File: config.mk
export PLATFORM = sky130hd
export DESIGN_NAME = sar_sequencer
export DESIGN_NICKNAME = d
export VERILOG_FILES = /design/src/rtl/sar_pkg.sv /design/src/rtl/sar_acq_timer.sv /design/src/rtl/sar_ctrl.sv /design/src/rtl/sar_bit_engine.sv /design/src/rtl/sar_out_latch.sv /design/src/rtl/sar_sequencer.sv
export SDC_FILE = /design/constraint.sdc
export NUM_CORES = 1
export LEC_CHECK = 0
export ABC_AREA = 1
export CAP_MARGIN = 20
export CORE_MARGIN = 2
export CORE_UTILIZATION = 35
export CTS_BUF_LIST = sky130_fd_sc_hd__clkbuf_16
export DETAILED_ROUTE_END_ITERATION = 8
export MAX_ROUTING_LAYER = met4
export PLACE_DENSITY_LB_ADDON = 0.25
export SYNTH_ARGS = -nofsm -noshare
export SYNTH_HDL_FRONTEND = slang
export SYNTH_HIERARCHICAL = 1
export SYNTH_SLANG_ARGS = --single-unit
File: constraint.sdc
create_clock -name clk -period 2.9 [get_ports clk]
set_clock_uncertainty 0.05 [all_clocks]
set_input_delay 0.58 -clock clk [delete_from_list [all_inputs] [get_ports clk]]
set_output_delay 0.58 -clock clk [all_outputs]
set_load 0.05 [all_outputs]
File: src/rtl/sar_pkg.sv
package sar_pkg;

    typedef enum logic [1:0] {
        ST_ACQ    = 2'd0,
        ST_IDLE   = 2'd1,
        ST_SETTLE = 2'd2,
        ST_DECIDE = 2'd3
    } sar_state_e;

endpackage

File: src/rtl/sar_acq_timer.sv
module sar_acq_timer #(
    parameter int ACQ_CYCLES = 4
) (
    input  logic clk,
    input  logic rst_n,
    input  logic run,
    output logic done
);
    localparam int CW = $clog2(ACQ_CYCLES + 1);
    localparam logic [CW-1:0] LAST = CW'(ACQ_CYCLES - 1);

    logic [CW-1:0] cnt;

    always_ff @(posedge clk or negedge rst_n) begin
        if (!rst_n) begin
            cnt <= '0;
        end else if (!run) begin
            cnt <= '0;
        end else if (cnt != LAST) begin
            cnt <= cnt + 1'b1;
        end
    end

    assign done = run && (cnt == LAST);

endmodule

File: src/rtl/sar_ctrl.sv
module sar_ctrl
    import sar_pkg::*;
(
    input  logic       clk,
    input  logic       rst_n,
    input  logic       start_req,
    input  logic       acq_done,
    input  logic       last_bit,
    output sar_state_e state,
    output logic       conv_start,
    output logic       decide,
    output logic       load_en,
    output logic       acquiring
);
    sar_state_e state_d;
    logic       pend;

    // State register
    always_ff @(posedge clk or negedge rst_n) begin
        if (!rst_n) begin
            state <= ST_ACQ;
        end else begin
            state <= state_d;
        end
    end

    // A request during the acquisition window is remembered; one during
    // conversion is dropped because pend is only written in ST_ACQ.
    always_ff @(posedge clk or negedge rst_n) begin
        if (!rst_n) begin
            pend <= 1'b0;
        end else if (state == ST_ACQ) begin
            if (start_req) pend <= 1'b1;
        end else begin
            pend <= 1'b0;
        end
    end

    // Next-state logic
    always_comb begin
        state_d = state;
        unique case (state)
            ST_ACQ:    if (acq_done) state_d = (pend || start_req) ? ST_SETTLE : ST_IDLE;
            ST_IDLE:   if (start_req) state_d = ST_SETTLE;
            ST_SETTLE: state_d = ST_DECIDE;
            ST_DECIDE: state_d = last_bit ? ST_ACQ : ST_SETTLE;
            default:   state_d = ST_ACQ;
        endcase
    end

    // Output logic
    always_comb begin
        conv_start = 1'b0;
        decide     = 1'b0;
        load_en    = 1'b0;
        acquiring  = 1'b0;
        unique case (state)
            ST_ACQ: begin
                acquiring  = 1'b1;
                conv_start = acq_done && (pend || start_req);
            end
            ST_IDLE: begin
                acquiring  = 1'b1;
                conv_start = start_req;
            end
            ST_SETTLE: ;
            ST_DECIDE: begin
                decide  = 1'b1;
                load_en = last_bit;
            end
            default: ;
        endcase
    end

    // a decision cycle always follows a settling cycle
    a_r9_decide_after_settle: assert property (@(posedge clk) disable iff (!rst_n)
        (state == ST_DECIDE) |-> ($past(state) == ST_SETTLE));

endmodule

File: src/rtl/sar_bit_engine.sv
module sar_bit_engine #(
    parameter int WIDTH = 12
) (
    input  logic             clk,
    input  logic             rst_n,
    input  logic             conv_start,
    input  logic             decide,
    input  logic             cmp_in,
    output logic [WIDTH-1:0] dac_code,
    output logic             last_bit,
    output logic [WIDTH-1:0] final_code
);
    localparam int PW = (WIDTH > 1) ? $clog2(WIDTH) : 1;
    localparam logic [WIDTH-1:0] TOP_ONE = {1'b1, {(WIDTH-1){1'b0}}};
    localparam logic [PW-1:0]    TOP_IDX = PW'(WIDTH - 1);

    logic [WIDTH-1:0] sar;
    logic [WIDTH-1:0] kept;
    logic [WIDTH-1:0] sar_d;
    logic [PW-1:0]    ptr;

    // Decision on the bit under trial, then arm the next lower bit
    always_comb begin
        kept = sar;
        if (!cmp_in) kept[ptr] = 1'b0;
        sar_d = kept;
        if (ptr != '0) sar_d[ptr - 1'b1] = 1'b1;
    end

    always_ff @(posedge clk or negedge rst_n) begin
        if (!rst_n) begin
            sar <= '0;
            ptr <= '0;
        end else if (conv_start) begin
            sar <= TOP_ONE;
            ptr <= TOP_IDX;
        end else if (decide) begin
            sar <= sar_d;
            if (ptr != '0) ptr <= ptr - 1'b1;
        end
    end

    assign dac_code   = sar;
    assign last_bit   = (ptr == '0);
    assign final_code = kept;

    // register cleared with only the top trial bit at every start
    a_r1_clear_on_start: assert property (@(posedge clk) disable iff (!rst_n)
        conv_start |=> (dac_code == TOP_ONE));

    // the code seen by the comparator is unchanged in the sampling cycle
    a_r9_code_settled: assert property (@(posedge clk) disable iff (!rst_n)
        decide |-> $stable(dac_code));

endmodule

File: src/rtl/sar_out_latch.sv
module sar_out_latch #(
    parameter int WIDTH     = 12,
    parameter bit TWOS_COMP = 1'b1
) (
    input  logic             clk,
    input  logic             rst_n,
    input  logic             load,
    input  logic [WIDTH-1:0] code_in,
    output logic [WIDTH-1:0] result
);
    localparam logic [WIDTH-1:0] TOP_ONE = {1'b1, {(WIDTH-1){1'b0}}};

    logic [WIDTH-1:0] formatted;

    generate
        if (TWOS_COMP) begin : g_twos
            assign formatted = code_in ^ TOP_ONE;
        end else begin : g_offset
            assign formatted = code_in;
        end
    endgenerate

    always_ff @(posedge clk or negedge rst_n) begin
        if (!rst_n) begin
            result <= '0;
        end else if (load) begin
            result <= formatted;
        end
    end

endmodule

File: src/rtl/sar_sequencer.sv
module sar_sequencer
    import sar_pkg::*;
#(
    parameter int WIDTH      = 12,
    parameter int ACQ_CYCLES = 4,
    parameter bit TWOS_COMP  = 1'b1
) (
    input  logic             clk,
    input  logic             rst_n,
    input  logic             start_req,
    input  logic             cmp_in,
    output logic [WIDTH-1:0] dac_code,
    output logic             smp_track,
    output logic             cmp_zero,
    output logic             busy_n,
    output logic [WIDTH-1:0] result
);
    localparam int CONV_CYCLES = 2 * WIDTH;

    sar_state_e       state;
    logic             conv_start;
    logic             decide;
    logic             load_en;
    logic             acquiring;
    logic             acq_done;
    logic             last_bit;
    logic [WIDTH-1:0] final_code;

    sar_ctrl u_ctrl (
        .clk        (clk),
        .rst_n      (rst_n),
        .start_req  (start_req),
        .acq_done   (acq_done),
        .last_bit   (last_bit),
        .state      (state),
        .conv_start (conv_start),
        .decide     (decide),
        .load_en    (load_en),
        .acquiring  (acquiring)
    );

    sar_acq_timer #(.ACQ_CYCLES(ACQ_CYCLES)) u_timer (
        .clk   (clk),
        .rst_n (rst_n),
        .run   (state == ST_ACQ),
        .done  (acq_done)
    );

    sar_bit_engine #(.WIDTH(WIDTH)) u_engine (
        .clk        (clk),
        .rst_n      (rst_n),
        .conv_start (conv_start),
        .decide     (decide),
        .cmp_in     (cmp_in),
        .dac_code   (dac_code),
        .last_bit   (last_bit),
        .final_code (final_code)
    );

    sar_out_latch #(.WIDTH(WIDTH), .TWOS_COMP(TWOS_COMP)) u_latch (
        .clk     (clk),
        .rst_n   (rst_n),
        .load    (load_en),
        .code_in (final_code),
        .result  (result)
    );

    assign busy_n    = acquiring;
    assign smp_track = acquiring;
    assign cmp_zero  = acquiring;

    // Run-length counters for busy low/high windows
    logic [15:0] low_cnt;
    logic [15:0] high_cnt;

    always_ff @(posedge clk or negedge rst_n) begin
        if (!rst_n) begin
            low_cnt  <= '0;
            high_cnt <= '0;
        end else begin
            low_cnt <= busy_n ? 16'd0 : low_cnt + 16'd1;
            if (!busy_n)              high_cnt <= '0;
            else if (high_cnt != '1)  high_cnt <= high_cnt + 16'd1;
        end
    end

    // latched word frozen while converting
    a_r4_result_frozen: assert property (@(posedge clk) disable iff (!rst_n)
        (!busy_n) |-> $stable(result));

    // a conversion never runs longer than its bit budget
    a_r6_no_restart: assert property (@(posedge clk) disable iff (!rst_n)
        (!busy_n) |-> (low_cnt < 16'(CONV_CYCLES)));

    // busy returns high exactly after 2*WIDTH cycles
    a_r5_busy_length: assert property (@(posedge clk) disable iff (!rst_n)
        $rose(busy_n) |-> (low_cnt == 16'(CONV_CYCLES)));

    // acquisition window honoured before each conversion
    a_r8_min_acquire: assert property (@(posedge clk) disable iff (!rst_n)
        $fell(busy_n) |-> (high_cnt >= 16'(ACQ_CYCLES)));

endmodule

Word level (Yosys, flattened, before mapping):

Cells that the tools add are included.

* $lt $le $gt $ge: 4
* eq/ne operators: 9
* bitwise gates (word level): 4
* add/sub/neg operators: 2
* reduce and logical (&&, ||, !) cells: 13
* multiplexer cells: 24

Operator list (number)
* two-way mux 12 bit: 4
* AND 12 bit: 1
* two-way mux 4 bit: 3
* NOT 12 bit: 1
* bitwise OR 12 bit: 1
* less-than comparator 4 x 5 -> 1 bit, second input constant: 2
* demux 1 bit (select 4 bit): 2
* greater-or-equal comparator 4 x 1 -> 1 bit, second input constant: 2
* two-way mux 2 bit: 4
* inequality test 2 bit, second input constant: 4
* case mux 2 bit (4 select lines): 1
* two-way mux 1 bit: 7
* two-way mux 3 bit: 2
* equality test 2 bit, second input constant: 2
* logical AND 1 bit: 4
* logical NOT 4 bit: 1
* AND reduction 2 bit: 2
* nonzero test 2 bit: 2
* nonzero test 4 bit: 1
* subtractor 4 x 1 -> 4 bit, second input constant: 1
* adder 3 x 1 -> 3 bit, second input constant: 1
* equality test 3 x 2 -> 1 bit, second input constant: 1
* inequality test 3 x 2 -> 1 bit, second input constant: 1
* equality test 2 x 1 -> 1 bit, second input constant: 1
* 5 further kinds: 5

* register bits after elaboration: 34
* input bits: 4

Depth between registers and ports, before layout:

Gate-level depths: netlist of run 1.

* word-level depth: 11
* gate-level depth with buffers: 10
* mapped depth without buffers: 10

Modules after synthesis:

Netlist of run 1, hierarchy kept.

Modules (own cells, without submodules)
* sar_bit_engine: cells an instance 150, area each 1106.1 sq um, times used 1, sequential area each 400.4 sq um
* sar_out_latch: cells an instance 52, area each 461.7 sq um, times used 1, sequential area each 300.3 sq um
* sar_ctrl: cells an instance 28, area each 181.4 sq um, times used 1, sequential area each 75.1 sq um
* sar_acq_timer: cells an instance 20, area each 163.9 sq um, times used 1, sequential area each 75.1 sq um
* sar_sequencer: cells an instance 3, area each 18.8 sq um, times used 1, sequential area each 0.0 sq um

Worst setup path before layout of run 1:

No wires, ideal clock.

* kind: register to register
* start: register u_timer.cnt[0]
* end: register u_engine.sar[0], in the netlist u_engine/dac_code[0]
* setup slack: 1.151 ns
* arrival time: 1.633 ns
* stages on the path, launching flop included: 11
* clock period less this slack: 1.749 ns
* required time: 2.784 ns
* cell sequence: dfrtp_1 -> ha_1 -> ha_1 -> nand2_1 -> inv_1 -> nand3_1 -> nand2_1 -> nor2_1 -> clkbuf_1 -> nand2_1 -> nand2_1

* word-level cells in the longest chain between the ends: 5
* elaborated cells on any way between the ends: 6
* those cells by class: eq/ne (1); mux (2); reduce/logical (3)

RTL lines
* start: declaration: RTL line sar_acq_timer.sv:12 `logic [CW-1:0] cnt;`
* start signal: assignment: RTL line sar_acq_timer.sv:20 `cnt <= cnt + 1'b1;`
* equality test 3 x 2 -> 1 bit *: RTL line sar_acq_timer.sv:24 `assign done = run && (cnt == LAST);`
* logical AND 1 bit *: RTL line sar_acq_timer.sv:24
* net acq_done: RTL line sar_sequencer.sv:25 `logic acq_done;`
* logical AND 1 bit *: RTL line sar_ctrl.sv:60 `conv_start = acq_done && (pend || start_req);`
* case mux 1 bit (2 select lines) *: RTL line sar_ctrl.sv:57 `unique case (state)`
* net conv_start: RTL line sar_sequencer.sv:21 `logic conv_start;`
* two-way mux 12 bit / nonzero test 2 bit (equally long branches)
* end signal: assignment: RTL line sar_bit_engine.sv:38 `sar <= sar_d;`
* end: declaration: RTL line sar_bit_engine.sv:17 `logic [WIDTH-1:0] sar;`

The timed path passes the listed nets; every way through them passes the cells marked *.
A chain may end at the register's enable or synchronous reset.

Final worst setup path of run 1:

* start: register u_ctrl.state[1]
* end: output port cmp_zero

* word-level cells in the longest chain between the ends: 3
* elaborated cells on any way between the ends: 4
* those cells by class: eq/ne (1); mux (1); reduce/logical (2)

RTL lines
* start: declaration: RTL line sar_ctrl.sv:9 `output sar_state_e state,`
* start signal: assignment: RTL line sar_ctrl.sv:23 `state <= state_d;`
* equality test 2 x 1 -> 1 bit / logical NOT 2 bit (equally long branches): RTL line sar_ctrl.sv:57
* OR reduction 2 bit (no source line) *
* two-way mux 1 bit *: RTL line sar_ctrl.sv:57
* end: declaration: RTL line sar_sequencer.sv:14 `output logic cmp_zero,`

Every way passes the cells marked *; elsewhere a longest branch is shown, timed or not.

==> results of run 1 <==
[logic make-up after synthesis]
kind of cell / count (synthesis) / share of synthesized area, %
flops: 34 / 44.0
compound gates: 24 / 7.64
buf+inv: 43 / 10.2
fa+ha+maj: 8 / 5.18
xor+xnor: 1 / 1.43
simple gates: 143 / 31.5
[stage by stage]
stage          util [%]  hold WS (ps)  setup slack [ps]
6_report           44.8           416               612
3_3_place_gp       42.3           404               830
4_1_cts            44.8           421               587
2_1_floorplan         -           234              1150
3_5_place_dp       42.3           408               796
5_1_grt            44.8           455               545
[layout make-up]
cell class,instances,share of cell area [%]
clock buffer,5,5.17
clock inverter,2,0.414
inverter,36,5.69
multi-input combinational,176,36.5
sequential,34,35.2
tap,72,3.72
timing repair buffer,33,13.3
[power by group through the flow]
stage	registers [mW]	logic, mW	clock network, mW
after global routing	0.884	1.99	0.524
after global placement	0.852	1.81	0
final	0.851	1.83	0.493
after CTS	0.854	1.84	0.508
after floorplan	1.27	0.921	0
after detailed placement	0.860	1.83	0
[Yosys cell counts, drive strengths merged, types with 4 or more instances]
library cell  number
nand2            107
inv               36
dfrtp             34
nand3             24
o21ai             14
nor2              11
ha                 8
buf                6
a21boi             4
a21oi              4
[layout by cell type, fill, tap and decap left out, drive strengths merged, types with 2 or more instances in the layout]
cell	netlist	routed
a21boi	4	4
a21oi	4	4
buf	6	3
clkbuf	1	5
clkdlybuf4s50	0	30
clkinv	0	2
dfrtp	34	34
ha	8	8
inv	36	36
nand2	107	107
nand3	24	24
nor2	11	11
o21ai	14	14
[per-layer routing]
metal / part of all wire, % / track usage, %
met2: 46 / 22.2
met4: 1.4 / 5.79
met1: 50 / 20.1
met3: 2.5 / 3.79
met5: 0 / -
[worst max-delay path: stages, from the launching register on]
cell	delay (ps)
dfrtp_1	410
inv_1	150
clkdlybuf4s50_1	830
[registers in the layout, indices dropped and copies added, names as in the netlist]
register	count
u_latch/result	12
u_ctrl/pend	1
u_ctrl/state	2
u_timer/cnt	3
u_engine/ptr	4
u_engine/dac_code	12
[worst paths after layout]
check	slack, ps	from	end	depth (start not counted)
setup / recovery	610	u_ctrl/state[1]	cmp_zero	2
hold / removal	420	u_latch/result[6]	u_latch/result[6]	2
setup reg to reg	790	u_engine/ptr[0]	u_latch/result[3]	9
hold reg to reg	420	u_latch/result[6]	u_latch/result[6]	2
max in group asynchronous	1830	rst_n	u_ctrl/state[1]	2
min in group asynchronous	660	rst_n	u_engine/dac_code[5]	2
==> impl_results.md, run 1 <==
* Outcome: finished, final reports clean
* Period utilization at 78.9%
* Max IR drop VDD at 0.000551 V
* CTS sink count at 34
* Critical path launch point type: flop
* Slew margin rel. at 65.9%
* # DRC at 0
* Core box area at about 5400 um^2
* DP Cell Count at approximately 350
* Share of layout cells above drive strength 1 at 9.44%
* Post-synthesis cell area at just under 2000 um^2
* Final-layout fill cell count at 568
* Detailed-route wire length at ~4200 um
* Crit path required time at 2270 ps
* Footprint of the multi-input gates at between 800 and 900 um^2
* Pwr dens at 1310 nW/um^2
* Yosys warning total at 6
* Via count of the routed design at ~1,600
* GRT Total Usage at between 10% and 20%
* Dpl hpwl at about 3100 um
* Vias in the first global route at 1,532
* Htree depth at 2
* Starting Density at between 30% and 40%
* Fin cells at 358
* N_diodes at 0
* Tmin final at 2290 ps
* Yosys top cell by area: dfrtp_1
* Final Setup Violations at 0
* Top cell type's share of synthesized area at around 44%
* Worst-path clk slew at 50 ps
* Final Slew Violations at 0
* Worst Path Arrival at around 1700 ps
* Seq pwr share at around 27%
* CP Max Fanout at 6
* Synthesized flop and latch total at 34
* Die width at just under 80 um
* Final Hold Fails at 0
* Syn Inst Count at ~250
* GRT overflow at 0
* Std cell rows at 27
* Hold-fix buffers, CTS at 0
* Drt wl/cell at 11.7 um
* Int Power at ~1.6 mW
* Avg Cell Area, Syn at ~7.6 um^2
* Max Root-Sink Buffers at 2
* Clock Tree Root: clkbuf_16
* Die H at 78.3 um
* TritonRoute pass-1 iters at 4
* Max Cap Violations at 0
* Syn Nets at 265
* Post-DP Area at 2280 um^2
* DR vias/cell at ~4.5
* Worst skew pair latency at 280 ps
* P_sw at ~1.6 mW
* Storage cell area at 851 um^2
* Design Area, Final at approximately 2400 um^2
* Final nets at roughly 300
* Syn-to-layout area delta at 25.3%
* Yosys cell types at 26
* Largest net degree at the start of global routing at 35
* RD Place Congestion at 0.857
* Initial antenna violation count at 0
* DIE AREA at 6130 um^2
* Post-DRT Antenna Nets at 0
* Area contributors post-synth: dfrtp_1, nand2_1, nand3_1
* DRT iter0 DRCs at 106
* Top_reg_cell synth: dfrtp_1
* Hold WC Path Type: reg2reg
* Crit path kind: reg2out
* Port bufs at 30
* Worst Setup End Kind: output port
* Setup TNS at 0 ps
* CTS Buf Count at 5
* First-pass GRT wire length at ~7000 um
* IO Pins at 31
* Logic pwr share at between 50 and 60%
* Async SR Flop Fraction at 100%
* Fmax at between 400 and 500 MHz
* Leakage at 1.35 nW
* RSZ-0062 raised after global routing: no
* Final Total Pwr at between 3 and 4 mW
* Sw frac at 50.6%
* CTS tree: done
* Post-synth EDFFs at 0
* Resize count post-CTS at 0
* Tightest Pin Transition at 510 ps
* Seq/Total Area, Yosys at ~44%
* Clock Power Share at between 15 and 20%
* Post CTS Setup Buffer Count at 0
No activity file was read; power rests on OpenSTA's default activity.
==> run 2, diff against run 1 <==
Clock period 2.9 ns to 2.19 ns, I/O delays scaled along.
==> run 2 against run 1 <==
  * Design area increased by 1.7%
  * Clock power rose by 59%
  * Flip-flop and latch count stayed put
  * Wire length shrank 1.1%
  * Sequential share of layout area is 0.57 points lower
  * Largest power group unchanged
==> impl_results.md, run 2 (synthesis results as in run 1) <==
* Initial antenna violation count at 0
* Top Family by Delay on Critical Path: buffers and inverters
* Die width at 78.3 um
* Leakage at 1.38 nW
* # DRC at 0
* Most frequent cells in the layout: nand2_1, dfrtp_1, inv_1
* Crit path kind: reg2out
* First-pass GRT wire length at 7050 um
* Critical path launch point type: flop
* GRT Total Usage at roughly 15%
* Via count of the routed design at about 1,600
* Drt wl/cell at between 10 and 15 um
* Slew margin rel. at roughly two thirds
* CTS Buf Count at 5
* Max Root-Sink Buffers at 2
* Pwr dens at 1760 nW/um^2
* RD Place Congestion at 0.828
* Worst-path clk slew at around 50 ps
* Share of layout cells above drive strength 1 at a little under an eighth
* Die H at approximately 78 um
* Std cell rows at 27
* Largest net degree at the start of global routing at 35
* IO Pins at 31
* Dpl hpwl at roughly 3000 um
* CTS tree: done
* CP max stage delay at 820 ps
* TritonRoute pass-1 iters at 4
* Tightest Pin Transition at 496 ps
* Hold WC Path Type: reg2reg
* Max Cap Violations at 0
* Vias in the first global route at ~1,500
* CTS sink count at 34
* Fmax at roughly 510 MHz
* Period utilization at between 90% and 100%
* Tmin final at roughly 2000 ps
* Starting Density at a little over a third
* Crit-path cells: clkdlybuf4s50_1
* Worst Path Arrival at roughly 1500 ps
* Post-DRT Antenna Nets at 0
* Commonest non-fill, non-tap cell in the layout: nand2_1
* GRT overflow at 0
* Syn-to-layout area delta at 27.3%
* DIE AREA at between 6000 and 7000 um^2
* DR vias/cell at 4.51
* CP Buf/Inv Count at 1
* Setup TNS at 0 ps
* Crit path required time at between 1500 and 2000 ps
* Detailed-route wire length at slightly above 4000 um
* Final-layout fill cell count at around 580
* Worst skew pair latency at 280 ps
* Hold-fix buffers, CTS at 0
* Port bufs at 30
* Outcome: finished, final reports clean
* N_diodes at 0
* Clock Tree Root: clkbuf_16
* Hold Startpoint: u_latch/result[6]
* Reg2reg start: u_timer/cnt[0]
* Final Slew Violations at 0
* DRT iter0 DRCs at roughly 90
* CP startpoint: u_engine/dac_code[0]
* Htree depth at 2
* Worst Setup End Kind: output port
* Fin cells at 361
* Final Hold Fails at 0
* RSZ-0062 raised after global routing: no
* Final nets at 300
* CP Max Fanout at 3
* Max IR drop VDD at about 0.00079 V
* DP Cell Count at between 300 and 400
* Final Setup Violations at 0
* Worst path slowest cell: clkdlybuf4s50_1
* Core box area at about 5400 um^2
==> run 2: layer usage <==
layer / part of all wire (%) / global-route usage [%]
met3: 3.6 / 3.45
met2: 47 / 23.2
met1: 48 / 19.5
met4: 1.5 / 5.26
met5: 0 / -
==> run 2: repair_timing <==
| item | CTS | global route |
|---|---|---|
| hold endpoints to repair | 0 | 0 |
| resized for setup | 0 | 1 |
| setup buffers | 0 | 0 |
| setup endpoints to repair | 0 | 11 |
==> run 2: cell type report <==
cell class                 instances  area (um^2)  area share [%]
multi-input combinational        176          886            36.0
sequential                        34          851            34.6
timing repair buffer              35          330            13.4
inverter                          36          138            5.60
clock buffer                       5          125            5.09
tap                               72         90.1            3.66
clock inverter                     3         40.0            1.63
==> run 2: worst paths after layout <==
kind	to	slack [ps]	cells past startpoint
setup / recovery	dac_code[0]	220	1
hold / removal	u_latch/result[6]	420	2
setup reg to reg	u_engine/dac_code[0]	300	11
hold reg to reg	u_latch/result[6]	420	2
max in group asynchronous	u_engine/ptr[3]	1250	2
min in group asynchronous	u_engine/dac_code[2]	520	2
==> run 2: power breakdown <==
group / internal, mW / switching [mW]
Combinational: 0.775 / 1.63
Clock: 0.532 / 0.255
Sequential: 0.882 / 0.244
Total: 2.19 / 2.13
==> run 2: stage by stage <==
step / setup WS, ps / utilization (%) / area [um^2] / hold slack [ps] / total power, mW
after CTS: 102 / 45.5 / 2460 / 422 / 4.36
after global routing: 156 / 45.5 / 2460 / 445 / 4.64
after global placement: 97.6 / 42.4 / 2290 / 403 / 3.52
after floorplan: 441 / - / 1930 / 92.4 / 2.90
final: 218 / 45.5 / 2460 / 417 / 4.32
after detailed placement: 35.9 / 42.4 / 2290 / 409 / 3.55
